[config.mk]
export PLATFORM = sky130hd
export DESIGN_NAME = barrier_sync_unit
export DESIGN_NICKNAME = d
export VERILOG_FILES = /design/src/rtl/barrier_pkg.sv /design/src/rtl/arrival_popcount.sv /design/src/rtl/sense_slot.sv /design/src/rtl/episode_ctrl.sv /design/src/rtl/barrier_sync_unit.sv
export SDC_FILE = /design/constraint.sdc
export NUM_CORES = 1
export LEC_CHECK = 0
export ABC_AREA = 0
export BUFFER_PORTS_ARGS = -buffer_cell sky130_fd_sc_hd__buf_2
export CORE_MARGIN = 2
export CORE_UTILIZATION = 48
export CTS_BUF_LIST = sky130_fd_sc_hd__clkbuf_4 sky130_fd_sc_hd__clkbuf_8 sky130_fd_sc_hd__clkbuf_16
export DETAILED_ROUTE_END_ITERATION = 10
export PLACE_DENSITY_LB_ADDON = 0.05
export SETUP_SLACK_MARGIN = 0.3
export SYNTH_ARGS = -nofsm -noshare
export SYNTH_HDL_FRONTEND = slang
export SYNTH_SLANG_ARGS = --single-unit
[constraint.sdc]
create_clock -name clk_i -period 3.1 [get_ports clk_i]
set_clock_uncertainty 0.15 [all_clocks]
set_input_delay 0.155 -clock clk_i [delete_from_list [all_inputs] [get_ports clk_i]]
set_output_delay 0.155 -clock clk_i [all_outputs]
set_load 0.02 [all_outputs]
[src/rtl/barrier_pkg.sv]
package barrier_pkg;
  // width of a counter that must hold values 0..n inclusive
  function automatic int count_width(input int n);
    int w;
    w = 1;
    while ((1 << w) <= n) w++;
    return w;
  endfunction
endpackage

[src/rtl/arrival_popcount.sv]
module arrival_popcount #(
  parameter int N  = 4,
  parameter int CW = 3
) (
  input  logic [N-1:0]  bits_i,
  output logic [CW-1:0] sum_o
);
  always_comb begin
    sum_o = '0;
    for (int k = 0; k < N; k++) begin
      sum_o = sum_o + CW'(bits_i[k]);
    end
  end
endmodule

[src/rtl/sense_slot.sv]
module sense_slot (
  input  logic clk_i,
  input  logic rst_ni,
  input  logic arrive_i,
  input  logic flag_i,
  output logic accept_o,
  output logic depart_o
);
  logic sense_q, sense_d;
  logic wait_q, wait_d;
  logic en;

  assign accept_o = arrive_i & ~wait_q;
  assign depart_o = wait_q & (flag_i == sense_q);
  assign en       = accept_o | depart_o;

  always_comb begin
    sense_d = sense_q;
    wait_d  = wait_q;
    if (accept_o) begin
      sense_d = ~sense_q;
      wait_d  = 1'b1;
    end else if (depart_o) begin
      wait_d  = 1'b0;
    end
  end

  always_ff @(posedge clk_i or negedge rst_ni) begin
    if (!rst_ni) begin
      sense_q <= 1'b0;
      wait_q  <= 1'b0;
    end else if (en) begin
      sense_q <= sense_d;
      wait_q  <= wait_d;
    end
  end


  wait_ignore_chk: assert property (@(posedge clk_i) disable iff (!rst_ni)
    (wait_q && arrive_i) |=> $stable(sense_q));

  depart_clear_chk: assert property (@(posedge clk_i) disable iff (!rst_ni)
    depart_o |=> !depart_o);

  accept_flip_chk: assert property (@(posedge clk_i) disable iff (!rst_ni)
    accept_o |=> (sense_q != $past(sense_q)));
endmodule

[src/rtl/episode_ctrl.sv]
module episode_ctrl #(
  parameter int P  = 4,
  parameter int CW = 3
) (
  input  logic          clk_i,
  input  logic          rst_ni,
  input  logic [CW-1:0] add_i,
  output logic          flag_o,
  output logic          done_o
);
  localparam logic [CW:0] FULL = (CW+1)'(P);

  logic [CW-1:0] cnt_q, cnt_d;
  logic          flag_q, flag_d;
  logic [CW:0]   sum;
  logic          en;

  assign sum    = {1'b0, cnt_q} + {1'b0, add_i};
  assign done_o = (sum == FULL);
  assign en     = (add_i != '0);
  assign flag_o = flag_q;

  always_comb begin
    cnt_d  = sum[CW-1:0];
    flag_d = flag_q;
    if (done_o) begin
      cnt_d  = '0;
      // every processor has flipped to the same new sense: the inverse
      flag_d = ~flag_q;
    end
  end

  always_ff @(posedge clk_i or negedge rst_ni) begin
    if (!rst_ni) begin
      cnt_q  <= '0;
      flag_q <= 1'b0;
    end else if (en) begin
      cnt_q  <= cnt_d;
      flag_q <= flag_d;
    end
  end


  cnt_range_chk: assert property (@(posedge clk_i) disable iff (!rst_ni)
    {1'b0, cnt_q} < FULL);

  flag_flip_chk: assert property (@(posedge clk_i) disable iff (!rst_ni)
    done_o |=> (flag_q != $past(flag_q)));

  flag_hold_chk: assert property (@(posedge clk_i) disable iff (!rst_ni)
    !done_o |=> $stable(flag_q));
endmodule

[src/rtl/barrier_sync_unit.sv]
module barrier_sync_unit #(
  parameter int P = 4
) (
  input  logic         clk_i,
  input  logic         rst_ni,
  input  logic [P-1:0] arrive_i,
  output logic [P-1:0] depart_o
);
  localparam int CW = barrier_pkg::count_width(P);

  logic [P-1:0]  accept;
  logic [CW-1:0] add;
  logic          flag;
  logic          done;

  for (genvar g = 0; g < P; g++) begin : g_slot
    sense_slot u_slot (
      .clk_i    (clk_i),
      .rst_ni   (rst_ni),
      .arrive_i (arrive_i[g]),
      .flag_i   (flag),
      .accept_o (accept[g]),
      .depart_o (depart_o[g])
    );
  end

  arrival_popcount #(.N(P), .CW(CW)) u_pop (
    .bits_i (accept),
    .sum_o  (add)
  );

  episode_ctrl #(.P(P), .CW(CW)) u_ctrl (
    .clk_i  (clk_i),
    .rst_ni (rst_ni),
    .add_i  (add),
    .flag_o (flag),
    .done_o (done)
  );


  all_depart_chk: assert property (@(posedge clk_i) disable iff (!rst_ni)
    (depart_o != '0) |-> (&depart_o));

  done_release_chk: assert property (@(posedge clk_i) disable iff (!rst_ni)
    done |=> (&depart_o));

  depart_no_accept_chk: assert property (@(posedge clk_i) disable iff (!rst_ni)
    (depart_o != '0) |-> (accept == '0));
endmodule

=== Yosys cells after proc, flatten, opt, wreduce, memory -nomap -nowiden ===
Cells that the tools add are included.
W data, S select, Z words.

* Register bits after elaboration: 12
* Logic and storage cells: 63

* $add $sub $neg: 4
* Equality and inequality tests: 5
* Multiplexer cells: 9
* Bitwise gates (word level): 21
* Reductions and logical operators: 14

{| class="wikitable"
|+ Operators with widths
! kind !! count
|-
| $reduce_and A2 Y1 || 9
|-
| $not A1 Y1 || 9
|-
| $and A1 B1 Y1 || 8
|-
| $mux W1 || 8
|-
| $reduce_bool A2 Y1 || 4
|-
| $add A3 B1 Y3 || 2
|-
| $add A3 B3 Y4 || 1
|-
| $eq A1 B1 Y1 || 4
|-
| $eq A4 B3 Y1 const B || 1
|-
| $or A1 B1 Y1 || 4
|-
| $mux W3 || 1
|-
| $reduce_bool A3 Y1 || 1
|-
| $add A1 B1 Y2 || 1
|}

=== Longest topological paths before layout ===
* Depth after elaboration: 8
* Depth in mapped cells: 11
* Depth with buffers taken out: 11

=== Cells and area by module ===
From an unflattened synthesis, not the netlist that was laid out.

* Cells, all modules: 59
* Area, all modules: 705.7 um^2

{| class="wikitable"
|+ Modules (own cells, without submodules)
! module !! instances !! cells each !! area each (um^2) !! seq. area each (um^2)
|-
| sense_slot || 4 || 8 || 96.3 || 50.0
|-
| episode_ctrl || 1 || 19 || 256.5 || 100.1
|-
| arrival_popcount || 1 || 8 || 63.8 || 0.0
|}

=== Least setup slack after synthesis ===
No wires, ideal clock.

* Kind: reg2reg
* From: register g_slot[1].u_slot.wait_q
* To: register u_ctrl.flag_q (netlist: u_ctrl.flag_o)
* Arrival: 2.888 ns
* Path slack: -0.018 ns
* Stages on the path, launching flop included: 12
* Buffers on the path: 0
* Clock period less this slack: 3.118 ns
* Cells stage by stage: dfrtp_1 -> nor2b_1 -> ha_1 -> inv_1 -> fa_1 -> inv_1 -> ha_1 -> inv_1 -> fa_1 -> or3b_4 -> a2111oi_2 -> xor2_1

* Longest elaborated chain between the ends: 8
* Elaborated cells on any way between the ends: 9
* Those cells by class: add/sub (4); eq/ne (1); bitwise (2); reduce/logical (2)

{| class="wikitable"
|+ RTL lines
! element !! line !! text
|-
| from (decl) || sense_slot.sv:10 || <nowiki>logic wait_q, wait_d;</nowiki>
|-
| from (signal assigned) || sense_slot.sv:34 || <nowiki>wait_q <= wait_d;</nowiki>
|-
| $not A1 Y1 * || sense_slot.sv:13 || <nowiki>assign accept_o = arrive_i & ~wait_q;</nowiki>
|-
| $and A1 B1 Y1 * || sense_slot.sv:13 ||
|-
| via g_slot[1].u_slot.accept_o || sense_slot.sv:6 || <nowiki>output logic accept_o,</nowiki>
|-
| $add A1 B1 Y2 * || arrival_popcount.sv:11 || <nowiki>sum_o = sum_o + CW'(bits_i[k]);</nowiki>
|-
| $add A3 B1 Y3 * (2 in series) || arrival_popcount.sv:11 ||
|-
| $add A3 B3 Y4 || episode_ctrl.sv:18 || <nowiki>assign sum = {1'b0, cnt_q} + {1'b0, add_i};</nowiki>
|-
| $eq A4 B3 Y1 || episode_ctrl.sv:19 || <nowiki>assign done_o = (sum == FULL);</nowiki>
|-
| $reduce_and A2 Y1 (no line) * || -- ||
|-
| to (signal assigned) || episode_ctrl.sv:39 || <nowiki>flag_q <= flag_d;</nowiki>
|-
| to (decl) || episode_ctrl.sv:14 || <nowiki>logic flag_q, flag_d;</nowiki>
|}

The timed path passes the listed nets; every way through them passes the cells marked *.
A chain may end at the register's enable or synchronous reset.

=== Worst setup path after layout ===
* From: register g_slot[0].u_slot.wait_q
* To: register u_ctrl.flag_q (netlist: u_ctrl.flag_o)

* Longest elaborated chain between the ends: 8
* Elaborated cells on any way between the ends: 9
* Those cells by class: add/sub (4); eq/ne (1); bitwise (2); reduce/logical (2)

{| class="wikitable"
|+ RTL lines
! element !! line
|-
| from (decl) || sense_slot.sv:10
|-
| from (signal assigned) || sense_slot.sv:34
|-
| $not A1 Y1 * || sense_slot.sv:13
|-
| $and A1 B1 Y1 * || sense_slot.sv:13
|-
| via g_slot[0].u_slot.accept_o || sense_slot.sv:6
|-
| $add A1 B1 Y2 * || arrival_popcount.sv:11
|-
| $add A3 B1 Y3 * (2 in series) || arrival_popcount.sv:11
|-
| $add A3 B3 Y4 || episode_ctrl.sv:18
|-
| $eq A4 B3 Y1 || episode_ctrl.sv:19
|-
| $reduce_and A2 Y1 (no line) * || --
|}

Marks and branches as above.

==> impl_metrics.toml <==
[timing]
fin_crit_sh_pct = 98.93
max_freq_mhz = 326.1
layout_setup_ws_ns = 0.03314
worst_slew_pin_slew_ns = 0.5162
rsz0062_at_grt = "yes"
setup_viol = 0
maxSlewViolCount = 0
min_period_ns = 3.067
max-slew-margin-rel_pct = 65.44
hold_violations = 0
finalSetupTns_ns = 0
whs_ns = 0.08425

[die]
die_w_um = 42.72
io-pin-count = 10
start_util_pct = 53.29
design.core.area_um2 = 1350
die_y_um = 42.72
rows = 13
dieArea_um2 = 1825

[critical_path]
cp.required_ns = 3.15
path_class = "flop to flop"
worst-path-buf-inv = 3
cp_top_family = "adder cells"
cp-end-kind = "flop"
critical_path.max_fanout = 3
path_cells = "nor2b_2, ha_1, inv_1, fa_1, inv_1, ha_2, inv_2, fa_1, or3b_4, a2111oi_4, xor2_1"
arrival_ns = 3.12
critPathSlowestCell = "fa_1"
max_stage_delay_ns = 0.48
worst_setup_path_start_kind = "flop"

[synthesis]
synth_area_leaders = "dfrtp_1, ha_1, xnor2_1"
syn_nets = 79
ys_types = 21
ys_warn_count = 0
synth_top_cell_area_share_pct = 41.74
avgSynthCellArea_um2 = 10.90
syn_area_um2 = 719.4
yosys.area.top_type = "dfrtp_1"
ys_seq_area_share_pct = 41.74
ys_seq_elements = 12
synthCells = 66

[status]
status = "finished clean"

[final_layout]
layout_common_cells = "dfrtp_1, buf_2, nor2_1, buf_4, xnor2_1"
drive_gt1_share_pct = 34.48
syn_to_final_growth_pct = 28.00
fillCellCount = 114
n_antenna_cell = 0
final_common_cell = "dfrtp_1"
fin_nets = 101

[clocking]
cts.path.max_buffers = 2
cts_tree = "yes"
clock_latency_ns = 0.27
cts_num_sinks = 12
clkTransAtPathRegs_ns = 0.08
ctsRootBufferMaster = "clkbuf_4"
numCtsBuffers = 3
htree_levels = 1

[global_routing]
grt_pass1_vias = 481
grt-ovfl-total = 0
grt_first_pass_wirelength_mm = 2.097
met2_usage_pct = 24.55
met3_usage_pct = 2.553
busiest_layer = "met2"
grt_usage_pct = 15.53
grt_max_degree = 13
antenna_found_initial = 0
grtUsageMet1_pct = 20.43

[placement]
gp_congestion = 0.6525
dp_slack_ns = 0.004961
hpwlAfterDp_um = 838.4
port_buffers = 9

[detailed_routing]
wire_per_inst_um = 11.67
ant_nets = 0
drt_wl_total_mm = 1.190
first_pass_iters = 4
drc = 0
drtIter0Drc = 4
vias_per_cell = 4.784
vias = 488

[min_path]
hold_class = "input pin to flop"

[job]
cap_violations = 0
metrics by stage:
| stage | cells | utilization [%] | instance area [um^2] |
|---|---|---|---|
| after global routing | 102 | 68.21 | 920.9 |
| after CTS | 99 | 66.54 | 898.4 |
| after global placement | 85 | 57.00 | 769.5 |
| final | 102 | 68.21 | 920.9 |
| after floorplan | 66 | - | 739.5 |
| after detailed placement | 85 | 57.00 | 769.5 |
routing by layer:
layer	up-vias	routed length [um]
li1	246	-
met1	236	516
met2	4	629
met3	2	27
met4	0	17
met5	-	0
what timing repair did:
item,4_1_cts,5_1_grt
pin swaps,0,1
setup buffers,5,3
hold buffers,5,0
endpoints found under the setup margin,2,2
hold endpoints to repair,16,0
resized for setup,2,0
cells in the mapped netlist, drive strengths merged:
library cell	instances
a21o	1
fa	2
ha	5
dfrtp	12
clkbuf	1
mux2	1
xor2	4
o31ai	1
nor2	8
buf	4
xnor2	6
nand2b	2
and2	4
a2111oi	1
nand2	2
nor2b	2
nor3b	1
a211oi	1
inv	6
o21ai	1
or3b	1
state kept, by name, summed over array words and instances, names as in the netlist:
name and cells:
u_ctrl.flag_o 1, u_ctrl.cnt_q 3, g_slot.u_slot.wait_q 4, g_slot.u_slot.sense_q 4
tightest hold or removal path, delay by kind of cell:
kind,cells,cell delay [ns]
simple gates,1,0.12
buf+inv,1,0.11
xor+xnor,1,0.08
path summary, 6_finish.rpt:
check	endpoint	cells after the start	slack (ns)	start
min reg2reg	g_slot[3].u_slot.sense_q	1	0.35	g_slot[3].u_slot.sense_q
max reg2reg	u_ctrl.flag_o	11	0.03	g_slot[0].u_slot.wait_q
min in group asynchronous	u_ctrl.cnt_q[2]	2	0.13	rst_ni
max	u_ctrl.flag_o	11	0.03	g_slot[0].u_slot.wait_q
min	g_slot[3].u_slot.sense_q	3	0.08	arrive_i[3]
max in group asynchronous	u_ctrl.cnt_q[0]	2	2.45	rst_ni
area by class of cell:
type                            count  area [um^2]  share of cell area [%]
Clock buffer                        4        36.28                   3.940
Inverter                            6        22.52                   2.446
Multi-Input combinational cell     43        387.9                   42.12
Sequential cell                    12        300.3                   32.61
Tap cell                           15        18.77                   2.038
Timing Repair Buffer               22        155.1                   16.85
logic make-up (layout without fill, tap and decap cells):
logic type      after synthesis  count (layout)  share of synthesized area, %
compound gates                5               5                         6.955
xor+xnor                     10              10                         12.17
mux                           1               1                         1.565
fa+ha+maj                     7               7                         14.26
buf+inv                      11              32                         7.826
flops                        12              12                         41.74
simple gates                 20              20                         15.48
Power is not shown: default switching activity piles up to over one toggle a cycle in this logic, so the estimate is an artifact.
